File: config.mk
export PLATFORM = sky130hd
export DESIGN_NAME = prbs_chk_predict
export DESIGN_NICKNAME = d
export VERILOG_FILES = /design/src/rtl/prbs_chk_pkg.sv /design/src/rtl/prbs_chk_predict.sv
export SDC_FILE = /design/constraint.sdc
export NUM_CORES = 1
export LEC_CHECK = 0
export BUFFER_PORTS_ARGS = -buffer_cell sky130_fd_sc_hd__buf_2
export CORE_MARGIN = 5
export CORE_UTILIZATION = 55
export DETAILED_ROUTE_END_ITERATION = 12
export GPL_TIMING_DRIVEN = 0
export PLACE_DENSITY = 0.81
export SLEW_MARGIN = 20
export SYNTH_ARGS = -nofsm -noshare
export SYNTH_HDL_FRONTEND = slang
export SYNTH_SLANG_ARGS = --single-unit
File: constraint.sdc
create_clock -name vclk -period 2.1
set_clock_uncertainty 0.2 [all_clocks]
set_input_delay 0 -clock vclk [all_inputs]
set_output_delay 0 -clock vclk [all_outputs]
set_load 0.01 [all_outputs]
File: src/rtl/prbs_chk_pkg.sv
package prbs_chk_pkg;
  localparam int HIST_W = 31;
  localparam int N_PAT  = 5;

  typedef enum logic [2:0] {PAT_NONE, PAT_7, PAT_9, PAT_15, PAT_23, PAT_31} pat_e;

  function automatic int tap_a(int k);
    case (k)
      0: return 6;
      1: return 5;
      2: return 14;
      3: return 18;
      default: return 28;
    endcase
  endfunction

  function automatic int tap_b(int k);
    case (k)
      0: return 7;
      1: return 9;
      2: return 15;
      3: return 23;
      default: return 31;
    endcase
  endfunction

  function automatic logic [31:0] period_of(pat_e p);
    case (p)
      PAT_7:   return 32'd127;
      PAT_9:   return 32'd511;
      PAT_15:  return 32'd32767;
      PAT_23:  return 32'd8388607;
      PAT_31:  return 32'h7fff_ffff;
      default: return 32'hffff_ffff;
    endcase
  endfunction
endpackage

File: src/rtl/prbs_chk_predict.sv
module prbs_chk_predict
  import prbs_chk_pkg::*;
#(
  parameter int DATA_W   = 64,
  parameter int NARROW_W = 10
) (
  input  logic [DATA_W-1:0] data_i,
  input  logic [HIST_W-1:0] hist_i,
  input  pat_e              pat_i,
  input  logic              narrow_i,
  output logic              mism_o,
  output logic [HIST_W-1:0] hist_o
);
  localparam int EXT_W = DATA_W + HIST_W;

  logic [EXT_W-1:0]              ext;
  logic [N_PAT-1:0][DATA_W-1:0]  cand;
  logic [DATA_W-1:0]             expect_w;
  logic [DATA_W-1:0]             lane_mask;

  assign ext = {data_i, hist_i};

  for (genvar k = 0; k < N_PAT; k++) begin : g_pat
    localparam int TA = tap_a(k);
    localparam int TB = tap_b(k);
    for (genvar j = 0; j < DATA_W; j++) begin : g_bit
      assign cand[k][j] = ext[HIST_W+j-TA] ^ ext[HIST_W+j-TB];
    end
  end

  always_comb begin
    case (pat_i)
      PAT_7:   expect_w = cand[0];
      PAT_9:   expect_w = cand[1];
      PAT_15:  expect_w = cand[2];
      PAT_23:  expect_w = cand[3];
      PAT_31:  expect_w = cand[4];
      default: expect_w = data_i;
    endcase
  end

  assign lane_mask = narrow_i ? {{(DATA_W-NARROW_W){1'b0}}, {NARROW_W{1'b1}}} : '1;
  assign mism_o    = |((expect_w ^ data_i) & lane_mask);
  assign hist_o    = narrow_i ? ext[NARROW_W+HIST_W-1:NARROW_W] : ext[EXT_W-1:DATA_W];
endmodule

==> results.txt <==
VDD IR max = 0.189 mV
Final setup viols = 1
Crit path time final = 2.71 ns
Final instance area = 6610 sq um
Max-slew headroom = 0.464
CP max-delay cell = nor4_4
Avg Cell Area, Syn = 7.36 sq um
Status = complete, but fails checks
Post-DP HPWL = 18.2 mm
Final slew viol count = 0
Min-Delay Endpoint = hist_o[26]
Fin nets = 926
Yosys cell types = 24
Cells after Synth = 757
Logic pwr share = 1.000
Max Clock Freq = 369 MHz
Starting Density = 0.567
RSZ-0062 raised after global routing = yes
Starting DRT DRC Count = 1291
GRT overflow = 0
CLK BUF = 0
Vias in the first global route = 6506
First-pass GRT wire length = 38.9 mm
Seq cells = 0
Vias per cell = 7.00
Worst EP arrival = 2.51 ns
Row cnt = 36
Core area = 9820 sq um
Fin. Hold Viols = 0
Cell taking the most area after synthesis = xnor2_1
Synth area leaders = xnor2_1, o22ai_1, mux2_2
Share of the synthesized area in the top cell type = 0.500
Worst hold path type = input pin to output pin
WS Path Type = input pin to output pin
Max_cap viols = 0
Largest net degree at the start of global routing = 11
Die Width = 111 um
Syn Std Cell Area = 5570 sq um
Die height = 111 um
Pleak = 2.10 nW
Crit-path cells = buf_8 -> or3b_1 -> buf_6 -> buf_12 -> buf_12 -> o22ai_1 -> nor3_2 -> xnor2_1 -> nor4_1 -> nand4_1 -> nor4_4 -> a21oi_2 -> buf_2
DP Area = 6020 sq um
Setup crit end kind = output pin
Net Switching = 1.14 mW
Ys Warns = 0
Final Instance Count excl. Fillers = 958
Worst stage delay on the critical path = 0.41 ns
Most common cell after layout, fill and taps aside = xnor2_1
Post-Route Utilization = 0.673
Fin worst setup slack = -0.613 ns
Placer congestion estimate = 1.07
Most used cell, CP = buf_12
Failing checks = negative setup slack
Synth-to-Final Area Change = 18.6%
Overall power = 1.99 mW
Hold_buf cts = 0
Initial antenna violation count = 0
Period utilization = 1.29
Placed insts = 946
Share of cells above drive strength 1 = 0.301
Die Area = 12200 sq um
Sum Neg Setup Slack = -0.613 ns
Hold Path Cell Cnt = 3
CP max FO = 8
CP required = 1.90 ns
Smallest hold slack = 0.145 ns
Internal = 849 uW
Sequential area share after synthesis = 0
Post-Syn Nets = 856
IO Pins = 131
Vias post-DR = 6710
DRC viols = 0
Place WS = -0.934 ns
Detailed Routing Iterations Pass 1 = 7
Worst slew pin tran = 0.804 ns
IO buf count = 56
Most frequent cells in the layout = xnor2_1, o22ai_1, buf_2, nor2_1, nor3_1
Drt total wl = 27.2 mm
Total track usage = 0.401
Register Area = 0 sq um
Routed WL per cell = 28.4 um
Pwr dens = 301 nW/um^2
Final ANT Viol Nets = 0
Clock network power share = 0
Sw Ratio = 0.574
Ant diodes = 0
Seq pwr share = 0
Hold_sp = data_i[59]
CP startpoint kind = input pin
-- layer usage --
| layer | share of wire | global-route usage | vias up |
|---|---|---|---|
| met2 | 0.41 | 0.586 | 802 |
| met3 | 0.18 | 0.150 | 220 |
| met4 | 0.081 | 0.244 | 0 |
| met1 | 0.34 | 0.497 | 2970 |
| met5 | 0 | 0 | - |
| li1 | - | - | 2718 |
-- cell usage after synthesis (all sizes together) --
cell and instances:
xnor2 318, o22ai 128, nor3 65, buf 64, nor2 64, clkbuf 49, mux2 31, nor4 15
xor2 10, nand4 5, or3b 3, nand3b 2, a21oi 1, a221o 1, nand3 1
-- worst max-delay path by stage --
stage | start | endpoint | slack [ns] | cells after the start
6_report | pat_i[1] | mism_o | -0.61 | 13
5_1_grt | pat_i[0] | mism_o | -0.56 | 12
4_1_cts | pat_i[0] | mism_o | -0.56 | 13
3_5_place_dp | data_i[29] | mism_o | -0.93 | 10
3_3_place_gp | data_i[29] | mism_o | -0.99 | 10
2_1_floorplan | pat_i[2] | mism_o | 0.13 | 10
-- critical path: cells and delay by family --
kind / cells / cell delay [ns]
AOI/OAI and AO/OA: 2 / 0.23
xor gates and xnor gates: 1 / 0.14
buffers and inverters: 5 / 0.70
and+or+nand+nor: 5 / 1.46
-- final cells by class --
cell class	instances	area [sq um]
repair buffers	70	458
plain buffers	111	742
fillers	871	3210
multi-input cells	644	5240
well taps	133	166
-- kinds of logic after synthesis --
kind of cell	share of synthesized area
xor gates and xnor gates	0.516
and+or+nand+nor	0.153
AOI/OAI and AO/OA	0.149
buffers and inverters	0.120
muxes	0.0627
-- power groups by stage --
stage / registers [mW] / logic (mW) / clock network (mW)
floorplan: 0 / 1.31 / 0
global placement: 0 / 1.72 / 0
detailed placement: 0 / 1.73 / 0
CTS: 0 / 1.77 / 0
global route: 0 / 2.05 / 0
finish: 0 / 1.99 / 0
-- timing repair --
item | in CTS | in global routing
pin swaps | 7 | 24
resized for setup | 27 | 101
setup buffers | 5 | 8
setup endpoints to repair | 1 | 1
cloned | 0 | 1
Power figures use the tool's default switching activity.
